## config.mk

```make
export PLATFORM = sky130hd
export DESIGN_NAME = psr_page_reader
export DESIGN_NICKNAME = d
export VERILOG_FILES = /design/src/rtl/psr_pkg.sv /design/src/rtl/psr_wait_timer.sv /design/src/rtl/psr_addr_track.sv /design/src/rtl/psr_page_reader.sv
export SDC_FILE = /design/constraint.sdc
export NUM_CORES = 1
export LEC_CHECK = 0
export ABC_AREA = 1
export BUFFER_PORTS_ARGS = -buffer_cell sky130_fd_sc_hd__buf_2
export CAP_MARGIN = 25
export CELL_PAD_IN_SITES_DETAIL_PLACEMENT = 0
export CELL_PAD_IN_SITES_GLOBAL_PLACEMENT = 1
export CORE_ASPECT_RATIO = 1.75
export CORE_MARGIN = 4
export CORE_UTILIZATION = 36
export DETAILED_ROUTE_END_ITERATION = 12
export PLACE_DENSITY = 0.86
export RECOVER_POWER = 100
export SYNTH_ARGS = -nofsm -noshare
export SYNTH_HDL_FRONTEND = slang
export SYNTH_HIERARCHICAL = 1
export SYNTH_SLANG_ARGS = --single-unit
```

## constraint.sdc

```tcl
create_clock -name clk -period 2.2 [get_ports clk]
set_input_delay 0.33 -clock clk [delete_from_list [all_inputs] [get_ports clk]]
set_output_delay 0.33 -clock clk [all_outputs]
set_load 0.02 [all_outputs]
```

## src/rtl/psr_pkg.sv

```systemverilog
package psr_pkg;
  typedef enum logic [1:0] {
    ST_IDLE  = 2'd0,
    ST_FIRST = 2'd1,
    ST_PAGE  = 2'd2,
    ST_GAP   = 2'd3
  } rd_state_e;
endpackage

```

## src/rtl/psr_wait_timer.sv

```systemverilog
// Down counter: load sets the wait, zero flags the final cycle of it.
module psr_wait_timer #(
  parameter int W = 3
) (
  input  logic         clk,
  input  logic         rst_n,
  input  logic         load,
  input  logic [W-1:0] load_val,
  output logic         zero
);
  logic [W-1:0] cnt_q, cnt_d;
  logic         cnt_en;

  always_comb begin
    cnt_d  = cnt_q;
    cnt_en = 1'b0;
    if (load) begin
      cnt_d  = load_val;
      cnt_en = 1'b1;
    end else if (cnt_q != '0) begin
      cnt_d  = cnt_q - 1'b1;
      cnt_en = 1'b1;
    end
  end

  always_ff @(posedge clk or negedge rst_n) begin
    if (!rst_n)      cnt_q <= '0;
    else if (cnt_en) cnt_q <= cnt_d;
  end

  assign zero = (cnt_q == '0);
endmodule

```

## src/rtl/psr_addr_track.sv

```systemverilog
// Holds the word address being presented and the words still owed.
module psr_addr_track #(
  parameter int AW        = 22,
  parameter int LW        = 4,
  parameter int PAGE_BITS = 3
) (
  input  logic          clk,
  input  logic          rst_n,
  input  logic          load,
  input  logic [AW-1:0] load_addr,
  input  logic [LW-1:0] load_len,
  input  logic          advance,
  output logic [AW-1:0] addr,
  output logic          last,
  output logic          page_end
);
  logic [AW-1:0] addr_q, addr_d;
  logic [LW-1:0] left_q, left_d;
  logic          en;

  always_comb begin
    en     = load | advance;
    addr_d = addr_q;
    left_d = left_q;
    if (load) begin
      addr_d = load_addr;
      left_d = load_len;
    end else if (advance) begin
      addr_d = addr_q + 1'b1;
      left_d = left_q - 1'b1;
    end
  end

  always_ff @(posedge clk or negedge rst_n) begin
    if (!rst_n) begin
      addr_q <= '0;
      left_q <= '0;
    end else if (en) begin
      addr_q <= addr_d;
      left_q <= left_d;
    end
  end

  assign addr     = addr_q;
  assign last     = (left_q == LW'(1));
  assign page_end = &addr_q[PAGE_BITS-1:0];
endmodule

```

## src/rtl/psr_page_reader.sv

```systemverilog
module psr_page_reader
  import psr_pkg::*;
#(
  parameter int ADDR_W    = 22,
  parameter int DATA_W    = 16,
  parameter int PAGE_BITS = 3,
  parameter int FIRST_CYC = 4,  // full access wait in clocks, >= 1
  parameter int PAGE_CYC  = 1,  // in-page access wait in clocks, >= 1
  parameter int GAP_CYC   = 1   // select-high recovery in clocks, >= 1
) (
  input  logic              clk,
  input  logic              rst_n,
  input  logic              req_valid,
  input  logic [ADDR_W-1:0] req_addr,
  input  logic [3:0]        req_len,
  output logic              busy,
  output logic              rd_valid,
  output logic [DATA_W-1:0] rd_data,
  output logic [ADDR_W-1:0] mem_addr,
  output logic              mem_cs_n,
  output logic              mem_oe_n,
  output logic              mem_we_n,
  output logic              mem_lb_n,
  output logic              mem_ub_n,
  output logic              mem_sleep_n,
  input  logic [DATA_W-1:0] mem_dq
);
  localparam int PAGE_WORDS = 1 << PAGE_BITS;
  localparam int LEN_W      = $clog2(PAGE_WORDS + 1);
  localparam int MAX_A      = (FIRST_CYC > PAGE_CYC) ? FIRST_CYC : PAGE_CYC;
  localparam int MAX_WAIT   = (MAX_A > GAP_CYC) ? MAX_A : GAP_CYC;
  localparam int TMR_W      = $clog2(MAX_WAIT + 1);
  localparam logic [TMR_W-1:0] FIRST_LD = TMR_W'(FIRST_CYC - 1);
  localparam logic [TMR_W-1:0] PAGE_LD  = TMR_W'(PAGE_CYC - 1);
  localparam logic [TMR_W-1:0] GAP_LD   = TMR_W'(GAP_CYC - 1);

  rd_state_e         st_q, st_d;
  logic              tmr_load, tmr_zero;
  logic [TMR_W-1:0]  tmr_val;
  logic              trk_load, trk_adv, trk_last, trk_page_end;
  logic [ADDR_W-1:0] trk_addr;
  logic              capture;
  logic              sel_q, sel_d;
  logic              vld_q;
  logic [DATA_W-1:0] data_q;

  psr_wait_timer #(.W(TMR_W)) u_timer (
    .clk      (clk),
    .rst_n    (rst_n),
    .load     (tmr_load),
    .load_val (tmr_val),
    .zero     (tmr_zero)
  );

  psr_addr_track #(.AW(ADDR_W), .LW(LEN_W), .PAGE_BITS(PAGE_BITS)) u_track (
    .clk       (clk),
    .rst_n     (rst_n),
    .load      (trk_load),
    .load_addr (req_addr),
    .load_len  (LEN_W'(req_len)),
    .advance   (trk_adv),
    .addr      (trk_addr),
    .last      (trk_last),
    .page_end  (trk_page_end)
  );

  // Next-state logic
  always_comb begin
    st_d     = st_q;
    tmr_load = 1'b0;
    tmr_val  = '0;
    trk_load = 1'b0;
    trk_adv  = 1'b0;
    capture  = 1'b0;
    unique case (st_q)
      ST_IDLE: begin
        if (req_valid && tmr_zero) begin
          st_d     = ST_FIRST;
          tmr_load = 1'b1;
          tmr_val  = FIRST_LD;
          trk_load = 1'b1;
        end
      end
      ST_FIRST, ST_PAGE: begin
        if (tmr_zero) begin
          capture  = 1'b1;
          tmr_load = 1'b1;
          if (trk_last) begin
            st_d    = ST_IDLE;
            tmr_val = GAP_LD;
          end else begin
            trk_adv = 1'b1;
            if (trk_page_end) begin
              st_d    = ST_GAP;
              tmr_val = GAP_LD;
            end else begin
              st_d    = ST_PAGE;
              tmr_val = PAGE_LD;
            end
          end
        end
      end
      ST_GAP: begin
        if (tmr_zero) begin
          st_d     = ST_FIRST;
          tmr_load = 1'b1;
          tmr_val  = FIRST_LD;
        end
      end
      default: st_d = ST_IDLE;
    endcase
    sel_d = (st_d == ST_FIRST) || (st_d == ST_PAGE);
  end

  // Registers
  always_ff @(posedge clk or negedge rst_n) begin
    if (!rst_n) begin
      st_q  <= ST_IDLE;
      sel_q <= 1'b0;
      vld_q <= 1'b0;
    end else begin
      st_q  <= st_d;
      sel_q <= sel_d;
      vld_q <= capture;
    end
  end

  always_ff @(posedge clk or negedge rst_n) begin
    if (!rst_n)       data_q <= '0;
    else if (capture) data_q <= mem_dq;
  end

  assign busy        = (st_q != ST_IDLE) || !tmr_zero;
  assign rd_valid    = vld_q;
  assign rd_data     = data_q;
  assign mem_addr    = trk_addr;
  assign mem_cs_n    = ~sel_q;
  assign mem_oe_n    = ~sel_q;
  assign mem_we_n    = 1'b1;
  assign mem_lb_n    = 1'b0;
  assign mem_ub_n    = 1'b0;
  assign mem_sleep_n = 1'b1;

  // Run-length counters that the checks below relate to
  localparam int OR_W = $clog2(FIRST_CYC + 1);
  localparam logic [OR_W-1:0] OR_MAX  = OR_W'(FIRST_CYC);
  localparam logic [OR_W-1:0] OR_NEED = OR_W'(FIRST_CYC - 1);
  localparam int HR_W = $clog2(GAP_CYC + 1);
  localparam logic [HR_W-1:0] HR_MAX  = HR_W'(GAP_CYC);

  logic [OR_W-1:0] open_run;
  logic [HR_W-1:0] hi_run;

  always_ff @(posedge clk or negedge rst_n) begin
    if (!rst_n) begin
      open_run <= '0;
      hi_run   <= '0;
    end else begin
      if (mem_cs_n)               open_run <= '0;
      else if (open_run != OR_MAX) open_run <= open_run + 1'b1;
      if (!mem_cs_n)              hi_run <= '0;
      else if (hi_run != HR_MAX)  hi_run <= hi_run + 1'b1;
    end
  end

  AST_FIRST_WAIT: assert property (@(posedge clk) disable iff (!rst_n)
    rd_valid |-> ($past(open_run) >= OR_NEED));
  AST_CAPTURE_SELECTED: assert property (@(posedge clk) disable iff (!rst_n)
    rd_valid |-> $past(!mem_oe_n));
  AST_PAGE_FIXED: assert property (@(posedge clk) disable iff (!rst_n)
    (!mem_cs_n && $past(!mem_cs_n)) |->
      (mem_addr[ADDR_W-1:PAGE_BITS] == $past(mem_addr[ADDR_W-1:PAGE_BITS])));
  AST_CS_RECOVERY: assert property (@(posedge clk) disable iff (!rst_n)
    $fell(mem_cs_n) |-> (hi_run >= HR_MAX));
  AST_IDLE_DESELECT: assert property (@(posedge clk) disable iff (!rst_n)
    !busy |-> (mem_cs_n && mem_oe_n));
endmodule

```

### Word level (Yosys, flattened, before mapping)

Cells that the tools add are included.

| storage, ports and cells | value |
|---|---|
| input bits | 45 |
| output and inout bits | 46 |
| register bits after elaboration | 49 |
| memories kept | 0 |
| word-level logic and storage cells | 58 |
| memory bits (writable) | 0 |
| bits in read-only memories | 0 |
| latch bits | 0 |

| cells by class | value |
|---|---|
| bitwise operators | 2 |
| $lt $le $gt $ge | 0 |
| eq/ne operators | 6 |
| reduce and logical (&&, ||, !) cells | 15 |
| shift operators | 0 |
| div/mod/pow operators | 0 |
| $mul | 0 |
| $add $sub $neg | 3 |
| muxes and demuxes | 25 |

Operators by type and width:

| cell | number |
|---|---|
| $mux 22 | 2 |
| $add 22x1->22 const B | 1 |
| $mux 2 | 6 |
| $mux 1 | 10 |
| $pmux 3 s3 | 1 |
| $mux 4 | 2 |
| $eq 2x2->1 const B | 3 |
| $mux 3 | 2 |
| $pmux 2 s3 | 1 |
| $reduce_bool 2->1 | 3 |
| $eq 2x1->1 const B | 2 |
| $eq 4x1->1 const B | 1 |
| $reduce_and 2->1 | 2 |
| $sub 4x1->4 const B | 1 |
| $logic_not 3->1 | 1 |
| $reduce_and 3->1 | 1 |
| $reduce_bool 3->1 | 1 |
| $reduce_or 3->1 | 1 |
| $sub 3x1->3 const B | 1 |
| $logic_not 2->1 | 1 |
| $logic_or 1x1->1 | 2 |
| $pmux 1 s2 | 1 |
| $reduce_or 2->1 | 1 |
| $logic_and 1x1->1 | 1 |
| other kinds (3) | 3 |

### Depth between registers and ports, before layout

Gate-level depths: netlist of run 1.

| logic depth | value |
|---|---|
| depth in word-level cells | 7 |
| mapped depth | 14 |
| mapped depth without buffers | 12 |

### Modules after synthesis

Netlist of run 1, hierarchy kept.

By module, submodules not included:

| module | area each (µm²) | times used | cells each | sequential area each (µm²) |
|---|---|---|---|---|
| psr_addr_track | 1741.7 | 1 | 231 | 650.6 |
| psr_page_reader | 988.4 | 1 | 126 | 500.5 |
| psr_wait_timer | 207.7 | 1 | 32 | 75.1 |

### Least setup slack after synthesis of run 1

Ideal clock, no wire load.

| timing | value |
|---|---|
| kind | register to register |
| from | register u_timer.cnt_q[0] |
| to | register u_track.addr_q[16], in the netlist u_track/addr[16] |
| stages on the path, launching flop included | 15 |
| setup time | 0.122 ns |
| data required time | 2.078 ns |
| buffers on the path | 3 |
| clock period less this slack | 1.999 ns |
| path slack | 0.201 ns |
| data arrival time | 1.877 ns |
| cell sequence | dfrtp_1 > inv_1 > ha_1 > inv_1 > nor2_2 > buf_4 > nand2_1 > nor2_1 > buf_2 > inv_1 > nand2_2 > inv_2 > buf_4 > nand3_1 > nand2_1 |

| on the way | value |
|---|---|
| longest elaborated chain between the ends | 6 |
| elaborated cells between the ends (all ways) | 10 |
| those cells by class | mux (5); bitwise (1); reduce/logical (4) |

RTL lines:

| item | RTL line | text |
|---|---|---|
| start: declaration | psr_wait_timer.sv:11 | `logic [W-1:0] cnt_q, cnt_d;` |
| start signal: assignment | psr_wait_timer.sv:28 | `else if (cnt_en) cnt_q <= cnt_d;` |
| $logic_not 3->1 (*) | psr_wait_timer.sv:31 | `assign zero = (cnt_q == '0);` |
| via tmr_zero | psr_page_reader.sv:38 | `logic tmr_load, tmr_zero;` |
| $logic_and 1x1->1 (*) | psr_page_reader.sv:77 | `if (req_valid && tmr_zero) begin` |
| $mux 1 (*) | psr_page_reader.sv:77 |  |
| $mux 1 (*) | psr_page_reader.sv:75 | `unique case (st_q)` |
| via trk_load | psr_page_reader.sv:40 | `logic trk_load, trk_adv, trk_last, trk_page_end;` |
| $reduce_bool 2->1 (no source line) or $or 1x1->1 (tied branches) | -- |  |
| $reduce_and 2->1 (no source line) | -- |  |
| end signal: assignment | psr_addr_track.sv:39 | `addr_q <= addr_d;` |
| end: declaration | psr_addr_track.sv:17 | `logic [AW-1:0] addr_q, addr_d;` |

The timed path passes the listed nets; every way through them passes the cells marked *.
A chain may end at the register's enable or synchronous reset.

### Worst setup path in the final report of run 1

| timing | value |
|---|---|
| from | register u_timer.cnt_q[0] |
| to | register u_timer.cnt_q[0] |

| on the way | value |
|---|---|
| elaborated cells between the ends (all ways) | 16 |
| those cells by class | add/sub (1); mux (10); reduce/logical (5) |

RTL lines:

| item | RTL line | text |
|---|---|---|
| $logic_not 3->1 (*) | psr_wait_timer.sv:31 |  |
| via tmr_zero | psr_page_reader.sv:38 |  |
| $logic_and 1x1->1 | psr_page_reader.sv:77 |  |
| $mux 2 | psr_page_reader.sv:77 |  |
| $pmux 3 s3 (*) | psr_page_reader.sv:75 |  |
| via tmr_val[0] | psr_page_reader.sv:39 | `logic [TMR_W-1:0] tmr_val;` |
| $mux 3 (*) | psr_wait_timer.sv:17 | `if (load) begin` |

The timed path passes the listed nets; every way through them passes the cells marked *. The select of a mux whose other input is x is not followed.

==> flow_metrics.py, run 1 <==
metrics = {
    "routing": {
        "drtPass1Iterations": 4,
        "detail_route.iter0.violations": 126,
        "wl_per_cell_um": 13.4,
        "remaining_drc_errors": 0,
        "vias": 2760,
        "avgViaCountPerCell": 4.85,
        "ant_nets": 0,
        "drt-total-wl_mm": 7.64,
    },
    "clock_tree": {
        "post_cts_resized": 0,
        "tritoncts": "done",
        "max-clock-path-buffers": 2,
        "numCtsBuffers": 5,
        "clock_sinks": 49,
        "cts.htree.levels": 2,
        "clock_latency_ns": 0.29,
        "clockRootBuffer": "clkbuf_16",
        "cts_post_setup_buffers_inserted": 0,
        "clk_pin_slew_worst_paths_ns": 0.07,
        "cts_hold_repair.buffers": 0,
    },
    "global_routing": {
        "global_route.usage.total_pct": 16.2,
        "antenna_violations_before_repair": 0,
        "grt_first_pass_wirelength_mm": 12.7,
        "grt_overflow": 0,
        "grt_max_degree": 29,
        "first_global_vias": 2723,
    },
    "finish": {
        "final_instance_count_without_filler_cells": 569,
        "flow.area_growth_from_synthesis_pct": 20.2,
        "layout_nets": 532,
        "design_area_um2": 3530,
        "antenna-diode-count": 0,
        "drive_above_1_share_pct": 16.9,
        "layout.core_utilization_pct": 44.4,
    },
    "synth": {
        "synth.ff_latch_count": 49,
        "synth_top_family_by_area": "simple AND/OR/NAND/NOR gates",
        "synth_simple_gate_area_share_pct": 35.3,
        "postSynth.topFlopCell": "dfrtp_1",
        "syn-mean-instance-area_um2": 7.55,
        "yosysWarningCount": 6,
        "yosysTopAreaCell": "dfrtp_1",
        "post_synth_fa_ha_maj_area_fraction_pct": 3.83,
        "ys_top_cells_by_count": "147 x nand2_1, 49 x dfrtp_1, 36 x nand3_1",
        "yosysMostFrequentCell": "nand2_1",
        "share_of_yosys_cell_area_claimed_by_the_top_area_cell_type_pct": 41.7,
        "yosys-top-cells-area": "dfrtp_1 42%, nand2_1 19%, nand3_1 6.1%",
        "synth-seq-area-share_pct": 41.7,
        "synth-edff-count": 0,
        "synth_compound_area_share_pct": 8.86,
        "mappedNetlistArea_um2": 2940,
        "synthDistinctLibCells": 29,
        "syn_inst": 389,
        "muxShareOfSynthArea_pct": 0,
        "postSynth.asyncResetShare_pct": 100,
        "synth_xor_area_share_pct": 1.79,
    },
    "die": {
        "placeableCoreArea_um2": 7960,
        "die_area_um2": 9730,
        "initial_core_util_pct": 36.9,
        "boundaryPins": 91,
        "die_w_um": 76.3,
        "rows": 43,
        "y_dimension_of_the_die_um": 128,
    },
    "timing": {
        "worst-slew-pin-transition_ns": 1.58,
        "setup_tns_ns": 0,
        "timing.final.crit_period_ns": 1.96,
        "fmaxAchievable_mhz": 510,
        "max_transition_margin_pct": -5.50,
        "clock_skew_ns": 0.00668,
        "timing_max_transition_violations_final": 29,
        "timing.final.hold_violations": 0,
        "fin_crit_sh_pct": 89.2,
        "timing.final.setup_violations": 0,
        "rsz_0062_raised_after_global_routing": "false",
    },
    "placed_design": {
        "dpl.cell_count": 561,
        "buffers_on_ports": 86,
        "place.detailed.hpwl_mm": 5.81,
        "globalplace.congestion": 0.822,
        "postPlaceCellArea_um2": 3460,
    },
    "setup_path": {
        "worst_ep_required_time_ns": 2.42,
        "arrival_ns": 2.19,
        "worstPathMaxFanout": 6,
        "critPathMaxStageDelay_ns": 0.40,
        "r2r_setup_slack_ns": 0.24,
        "path_common_cell": "nand2_1",
        "start_kind": "flip-flop",
        "critical_path.endpoint_type": "flip-flop",
        "critical_path.cell_chain": "inv_1, ha_1, inv_1, nor2_2, clkbuf_1, nand2_1, o21ai_0, nand2_1, o21ai_0, nand2_1, nand2_1",
        "cp_slowest_cell": "dfrtp_1",
        "timing.setup.critical_path_class": "flip-flop to flip-flop",
    },
    "status": {
        "outcome": "complete, but fails checks",
        "failing_checks": "capacitance limit, slew limit",
    },
    "pwr": {
        "totalPowerFinal_uw": 5010,
        "power_density_relative_to_cell_area_nw_per_um2": 1420,
        "irDropWorstVdd_mv": 0.610,
        "static-leakage-power_uw": 0.00179,
    },
    "hold_path": {
        "hold_class": "input pin to flip-flop",
    },
    "flow_run": {
        "drv.max_cap_violation_count": 1,
    },
}
cell usage in the layout, fill, tap and decap left out, types with 9 or more instances in the layout:
cell type    n
ha_1         9
inv_1       35
dfrtp_1     49
a22oi_1     16
buf_2       43
clkbuf_1    47
o21ai_0     11
nand2_1    148
nor2_1      20
nand3_1     36
power by group:
group          switching, uW  leakage, uW  internal (uW)
Clock                    331    0.0000641            423
Combinational           1670      0.00112            813
Sequential               441     0.000615           1330
final timing paths:
path                                  start           endpoint  depth (start not counted)
setup / recovery           u_timer/cnt_q[0]   u_timer/cnt_q[0]                         11
hold / removal                   mem_dq[10]        rd_data[10]                          3
setup reg to reg           u_timer/cnt_q[0]   u_timer/cnt_q[0]                         11
hold reg to reg                 rd_data[12]        rd_data[12]                          2
max in group asynchronous             rst_n           rd_valid                          2
min in group asynchronous             rst_n  u_track/left_q[0]                          1
cell families (layout without fill, tap and decap cells):
family | Yosys count | in the layout
buffers and inverters | 54 | 141
XOR/XNOR | 6 | 6
other | 2 | 5
AO/OA/AOI/OAI | 39 | 39
flip-flops | 49 | 49
adder cells (fa/ha/maj) | 9 | 9
AND/OR/NAND/NOR | 230 | 230
metal layers:
metal / up-vias / routed length, um / GRT usage [%]
met5: - / 0 / 0
met4: 0 / 167 / 6.19
met3: 13 / 359 / 2.47
met2: 77 / 4250 / 30.9
met1: 1263 / 2870 / 17.6
li1: 1407 / - / -
sequential cells by signal, indices dropped and copies added, names as in the netlist:
name	flops
rd_data	16
rd_valid	1
u_track/addr	22
sel_q	1
st_q	2
u_timer/cnt_q	3
u_track/left_q	4
worst max-delay path, delay by kind of cell (launching register included):
kind	cells	cell delay [ns]
AOI/OAI and AO/OA	2	0.40
and+or+nand+nor	5	0.54
adders and majority gates	1	0.19
buffers and inverters	3	0.38
DFF	1	0.40
through the flow:
stage,hold WS (ns),setup slack [ns]
after floorplan,0.0344,0.201
after global placement,0.399,0.316
after detailed placement,0.398,0.221
after CTS,0.0868,0.170
after global routing,0.244,0.0166
final,0.239,0.238
cell type report:
class / count / area (um^2)
inverter: 40 / 155
fill: 876 / 4430
clock buffer: 7 / 133
timing repair buffer: 93 / 417
multi-input combinational: 289 / 1480
tap: 90 / 113
clock inverter: 1 / 7.51
sequential: 49 / 1230
No activity file was read; power rests on OpenSTA's default activity.
==> run 2: changes to the inputs <==
- ABC_AREA: 1 -> unset
- CORE_UTILIZATION: 36 -> 38
- PLACE_DENSITY: 0.86 -> 0.87
==> run 2 against run 1 <==
The run now ends clean. Core utilization up 5.6 points. Setup slack got worse by 0.15 ns. Combinational power shrank 2%. Clock-buffer cell count rose by 1. Area after synthesis decreased by 8.5%. First-iteration DRC count is 16% lower. Global-route usage down 0.32 points. Highest routed layer unchanged.
==> flow_metrics.py, run 2 <==
metrics = {
    "routing": {
        "drt-total-wl_mm": 6.55,
        "detail_route.iter0.violations": 106,
        "drtPass1Iterations": 4,
        "vias": 2291,
        "ant_nets": 0,
        "wl_per_cell_um": 14.7,
        "avgViaCountPerCell": 5.13,
        "remaining_drc_errors": 0,
    },
    "timing": {
        "timing_max_transition_violations_final": 0,
        "fin_crit_sh_pct": 95.8,
        "fin_ws_ns": 0.0918,
        "worst-slew-pin-transition_ns": 1.21,
        "rsz_0062_raised_after_global_routing": "false",
        "timing.final.crit_period_ns": 2.11,
        "timing.final.setup_violations": 0,
        "timing.final.hold_violations": 0,
        "clock_skew_ns": 0.00495,
        "max_transition_margin_pct": 19.6,
        "fmaxAchievable_mhz": 474,
    },
    "clock_tree": {
        "tritoncts": "done",
        "cts.htree.levels": 2,
        "clock_sinks": 49,
        "clockRootBuffer": "clkbuf_16",
        "max-clock-path-buffers": 2,
        "numCtsBuffers": 5,
        "clk_pin_slew_worst_paths_ns": 0.06,
        "clock_latency_ns": 0.29,
    },
    "setup_path": {
        "reg2reg_depth": 11,
        "r2r_setup_slack_ns": 0.09,
        "worst_ep_required_time_ns": 2.41,
        "start_kind": "flip-flop",
        "worstPathMaxFanout": 5,
        "timing.setup.critical_path_class": "flip-flop to flip-flop",
        "r2r_end": "u_track/addr[18]",
        "arrival_ns": 2.32,
        "critical_path.endpoint_type": "flip-flop",
        "r2r-start": "u_timer/cnt_q[1]",
    },
    "synth": {
        "syn-mean-instance-area_um2": 10.2,
        "yosysWarningCount": 6,
        "synthDistinctLibCells": 54,
        "syn_inst": 264,
        "yosysMostFrequentCell": "dfrtp_1",
        "synth-edff-count": 0,
        "postSynth.asyncResetShare_pct": 100,
        "ys_top_cells_by_count": "49 x dfrtp_1, 29 x nand2_1, 17 x inv_1, 17 x o21ai_0, 16 x mux2_1",
        "postSynth.topFlopCell": "dfrtp_1",
        "mappedNetlistArea_um2": 2690,
        "yosysTopAreaCell": "dfrtp_1",
        "synth.ff_latch_count": 49,
        "synth-seq-area-share_pct": 45.6,
        "yosys-top-cells-area": "dfrtp_1 46%, mux2_1 6.7%, ha_1 4.2%",
        "share_of_yosys_cell_area_claimed_by_the_top_area_cell_type_pct": 45.6,
    },
    "die": {
        "die_area_um2": 8540,
        "placeableCoreArea_um2": 6860,
        "die_w_um": 71.6,
        "rows": 40,
        "y_dimension_of_the_die_um": 119,
        "initial_core_util_pct": 39.2,
        "boundaryPins": 91,
    },
    "finish": {
        "layout.filler_cells": 661,
        "drive_above_1_share_pct": 24.0,
        "antenna-diode-count": 0,
        "flow.area_growth_from_synthesis_pct": 27.5,
        "layout_nets": 416,
        "layout.core_utilization_pct": 50.0,
        "design_area_um2": 3430,
        "largest_register_ffs": 22,
        "highest_count_cells_in_the_layout_ignoring_fill_and_taps": "49 x dfrtp_1, 46 x clkbuf_1, 44 x buf_2",
        "layout.cells.most_common": "dfrtp_1",
    },
    "pwr": {
        "totalPowerFinal_uw": 4990,
        "share_clk_of_total_power_pct": 14.7,
        "power_density_relative_to_cell_area_nw_per_um2": 1460,
        "intPower_uw": 2760,
        "p_switching_uw": 2230,
        "seq_power_share_pct": 36.5,
        "netSwitchingFraction_pct": 44.7,
        "combinationalPowerShare_pct": 48.8,
        "irDropWorstVdd_mv": 0.671,
        "static-leakage-power_uw": 0.00143,
    },
    "hold_path": {
        "timing.hold.worst_path_depth": 3,
        "worst_hold_startpoint": "req_len[0]",
        "worst_hold_path.endpoint": "u_track/left_q[0]",
        "hold_class": "input pin to flip-flop",
    },
    "global_routing": {
        "first_global_vias": 2333,
        "grt_max_degree": 50,
        "antenna_violations_before_repair": 0,
        "grt_overflow": 0,
        "grt_first_pass_wirelength_mm": 10.7,
        "global_route.usage.total_pct": 15.8,
    },
    "placed_design": {
        "buffers_on_ports": 86,
        "place.detailed.hpwl_mm": 4.94,
        "postPlaceCellArea_um2": 3320,
        "detailedPlace.worstSlack_ns": -0.0748,
        "globalplace.congestion": 0.751,
    },
    "status": {
        "outcome": "completed",
    },
    "flow_run": {
        "drv.max_cap_violation_count": 0,
    },
}
==> run 2: worst max path at each step <==
stage	endpoint	startpoint	depth (start not counted)	slack, ns
2_1_floorplan	u_track/addr[19]	u_timer/cnt_q[0]	13	-0.22
3_3_place_gp	u_track/addr[15]	u_timer/cnt_q[1]	11	0.02
3_5_place_dp	u_track/addr[15]	u_timer/cnt_q[1]	11	-0.07
4_1_cts	u_track/addr[18]	st_q[0]	9	0.007
5_1_grt	u_track/addr[18]	u_timer/cnt_q[1]	11	0.008
6_report	u_track/addr[18]	u_timer/cnt_q[1]	11	0.09
==> run 2: through the flow <==
step / std cells / setup TNS [ns] / hold WS, ns
CTS: 447 / 0 / 0.0302
global placement: 438 / 0 / 0.340
finish: 447 / 0 / 0.246
detailed placement: 438 / -0.127 / 0.343
global route: 447 / 0 / 0.254
floorplan: 267 / -0.991 / 0.0344
==> run 2: cells by family after synthesis <==
logic type               after synthesis  synth area share [%]
AND/OR/NAND/NOR                       95                  20.1
flip-flops                            49                  45.6
AO/OA/AOI/OAI                         39                  9.91
buffers and inverters                 32                  5.63
multiplexers                          22                  9.03
XOR/XNOR                              16                  5.21
adder cells (fa/ha/maj)                9                  4.19
other                                  2                 0.279
==> run 2: power groups by stage <==
stage	registers [uW]	clock network [uW]	logic, uW
finish	1820	732	2440
global route	1890	799	2690
CTS	1800	761	2560
detailed placement	1810	0	2490
global placement	1780	0	2420
floorplan	2170	0	1280
==> run 2: layout make-up <==
class                      count  area, um^2  share of cell area, %
multi-input combinational    186        1390                   40.5
tap                           84         105                   3.07
clock buffer                   8         136                   3.98
sequential                    49        1230                   35.8
timing repair buffer         102         504                   14.7
inverter                      18        67.6                   1.97
==> run 2: worst max-delay path: stages (launching register included) <==
cell	delay, ns
dfrtp_1	0.39
inv_2	0.09
ha_4	0.16
nand2b_4	0.06
inv_2	0.10
nand2_8	0.05
nor2_1	0.09
buf_4	0.15
nand4_4	0.12
or2_4	0.28
or4_1	0.40
a31oi_1	0.14
==> run 2: timing repair <==
| action | CTS | global route |
|---|---|---|
| hold buffers | 0 | 0 |
| pin swaps | 1 | 2 |
| resized for setup | 4 | 8 |
| gates cloned | 0 | 0 |
| endpoints found under the setup margin | 3 | 7 |
| setup buffers | 1 | 0 |
==> run 2: routing by layer <==
metal | routed length, um | track usage [%] | vias to the layer above
met1 | 2490 | 16.9 | 1107
li1 | - | - | 1110
met2 | 3610 | 29.1 | 60
met4 | 157 | 7.18 | 0
met3 | 295 | 2.87 | 14
met5 | 0 | 0 | -
==> run 3: changes to the inputs <==
- CORE_MARGIN: 4 -> unset
==> run 3 against run 2 <==
Non-clock buffer count grew 2. Via count shrank 0.52%. Clock-buffer cell count shrank 1. Combinational power is essentially flat. Register-to-register slack gained 0.04 ns.
==> flow_metrics.py, run 3 (synthesized netlist as in run 2, its figures left out) <==
metrics = {
    "status": {
        "outcome": "completed",
    },
    "pwr": {
        "share_clk_of_total_power_pct": 17.2,
        "seq_power_share_pct": 35.2,
        "static-leakage-power_uw": 0.00149,
        "power_density_relative_to_cell_area_nw_per_um2": 1470,
        "combinationalPowerShare_pct": 47.6,
        "netSwitchingFraction_pct": 43.2,
        "irDropWorstVdd_mv": 0.637,
        "p_switching_uw": 2230,
        "intPower_uw": 2940,
    },
    "die": {
        "die_w_um": 65.6,
        "placeableCoreArea_um2": 6860,
        "initial_core_util_pct": 39.2,
        "die_area_um2": 7430,
        "y_dimension_of_the_die_um": 113,
        "boundaryPins": 91,
        "rows": 40,
    },
    "finish": {
        "layout.filler_cells": 663,
        "drive_above_1_share_pct": 28.5,
        "design_area_um2": 3520,
        "flow.area_growth_from_synthesis_pct": 30.9,
        "largest_register_ffs": 22,
        "layout_nets": 418,
        "layout.cells.most_common": "buf_2",
        "antenna-diode-count": 0,
        "highest_count_cells_in_the_layout_ignoring_fill_and_taps": "49 x buf_2, 48 x dfrtp_1, 38 x clkbuf_1",
        "final_instance_count_without_filler_cells": 449,
    },
    "timing": {
        "rsz_0062_raised_after_global_routing": "true",
        "fmaxAchievable_mhz": 482,
        "timing.final.setup_violations": 0,
        "timing.final.hold_violations": 0,
        "fin_crit_sh_pct": 94.2,
        "timing_max_transition_violations_final": 0,
        "setup_tns_ns": 0,
        "clock_skew_ns": 0.00232,
        "timing.final.crit_period_ns": 2.07,
        "fin_ws_ns": 0.127,
        "max_transition_margin_pct": 24.4,
        "worst-slew-pin-transition_ns": 1.13,
    },
    "clock_tree": {
        "tritoncts": "done",
        "clock_latency_ns": 0.29,
        "numCtsBuffers": 5,
        "max-clock-path-buffers": 2,
        "clk_pin_slew_worst_paths_ns": 0.06,
        "cts.htree.levels": 2,
        "clockRootBuffer": "clkbuf_16",
        "cts_hold_repair.buffers": 0,
        "clock_sinks": 49,
    },
    "setup_path": {
        "cp.buffers_inverters": 3,
        "count_of_cell_instances_traversed_by_the_critical_path": 11,
        "cpLargestDelayFamily": "simple AND/OR/NAND/NOR gates",
        "timing.setup.critical_path_class": "flip-flop to flip-flop",
        "critPathMaxStageDelay_ns": 0.40,
        "worst_ep_required_time_ns": 2.38,
        "critical_path.endpoint_type": "flip-flop",
        "arrival_ns": 2.25,
        "worstPathMaxFanout": 4,
        "critical_path.cell_chain": "inv_2, ha_4, nand2b_4, inv_4, nand2_8, nor2_1, buf_4, nand4_2, nor4_2, nor3b_1, a221o_1",
        "reg2reg_depth": 11,
        "cp_slowest_cell": "dfrtp_1",
        "start_kind": "flip-flop",
        "r2r_setup_slack_ns": 0.13,
    },
    "placed_design": {
        "postPlaceCellArea_um2": 3320,
        "buffers_on_ports": 86,
        "globalplace.congestion": 0.860,
        "dpl.cell_count": 439,
        "place.detailed.hpwl_mm": 4.70,
        "detailedPlace.worstSlack_ns": -0.0855,
    },
    "routing": {
        "detail_route.iter0.violations": 73,
        "avgViaCountPerCell": 5.08,
        "vias": 2279,
        "drt-total-wl_mm": 6.22,
        "drtPass1Iterations": 4,
        "remaining_drc_errors": 0,
        "wl_per_cell_um": 13.9,
        "ant_nets": 0,
    },
    "hold_path": {
        "hold_class": "input pin to async pin",
    },
    "flow_run": {
        "drv.max_cap_violation_count": 0,
    },
    "global_routing": {
        "grt_overflow": 0,
        "grt_max_degree": 30,
        "grt_first_pass_wirelength_mm": 10.2,
        "antenna_violations_before_repair": 0,
        "first_global_vias": 2278,
        "global_route.usage.total_pct": 18.0,
    },
}
## run 3: per-stage QoR
stage / hold WS [ns] / total power (uW) / util, %
4_1_cts: 0.0196 / 5200 / 51.4
5_1_grt: 0.248 / 5560 / 51.3
3_5_place_dp: 0.330 / 4260 / 48.5
3_3_place_gp: 0.325 / 4180 / 48.5
2_1_floorplan: 0.0344 / 3450 / -
6_report: 0.238 / 5180 / 51.3
## run 3: per-layer routing
layer	global-route usage [%]	wire (um)	vias to the layer above
li1	-	-	1112
met1	19.8	2420	1090
met2	31.5	3350	65
met3	3.63	286	12
met4	9.57	163	0
met5	0	0	-
## run 3: cell type report
type | count | area [um^2] | share of cell area [%]
sequential | 49 | 1230 | 34.9
clock buffer | 7 | 143 | 4.05
tap | 84 | 105 | 2.99
timing repair buffer | 104 | 529 | 15.0
multi-input combinational | 186 | 1420 | 40.2
clock inverter | 1 | 30.0 | 0.853
inverter | 18 | 70.1 | 1.99
## run 3: repair_timing
item / in CTS / in global routing
endpoints found under the setup margin: 5 / 13
setup buffers: 1 / 1
pin swaps: 1 / 2
gates resized for setup: 4 / 11
## run 3: worst paths after layout
check,start,endpoint
setup reg to reg,u_timer/cnt_q[0],u_track/addr[15]
hold / removal,rst_n,u_track/addr[17]
hold reg to reg,rd_data[11],rd_data[11]
max in group asynchronous,rst_n,rd_data[3]
setup / recovery,u_timer/cnt_q[0],u_track/addr[15]
min in group clk,req_addr[10],u_track/addr[10]
## run 3: power by group through the flow
stage	logic (uW)	clock network (uW)	registers, uW
5_1_grt	2720	942	1900
6_report	2460	890	1820
2_1_floorplan	1280	0	2170
3_5_place_dp	2450	0	1810
3_3_place_gp	2380	0	1790
4_1_cts	2480	909	1800
## run 3: worst reg2reg max path, stage by stage (launching register included)
cell,delay [ns]
dfrtp_1,0.40
inv_2,0.09
ha_4,0.16
nand2b_4,0.07
inv_4,0.08
nand2_8,0.04
nor2_1,0.08
buf_4,0.14
nand4_2,0.19
nor4_2,0.36
nor3b_1,0.08
a221o_1,0.26
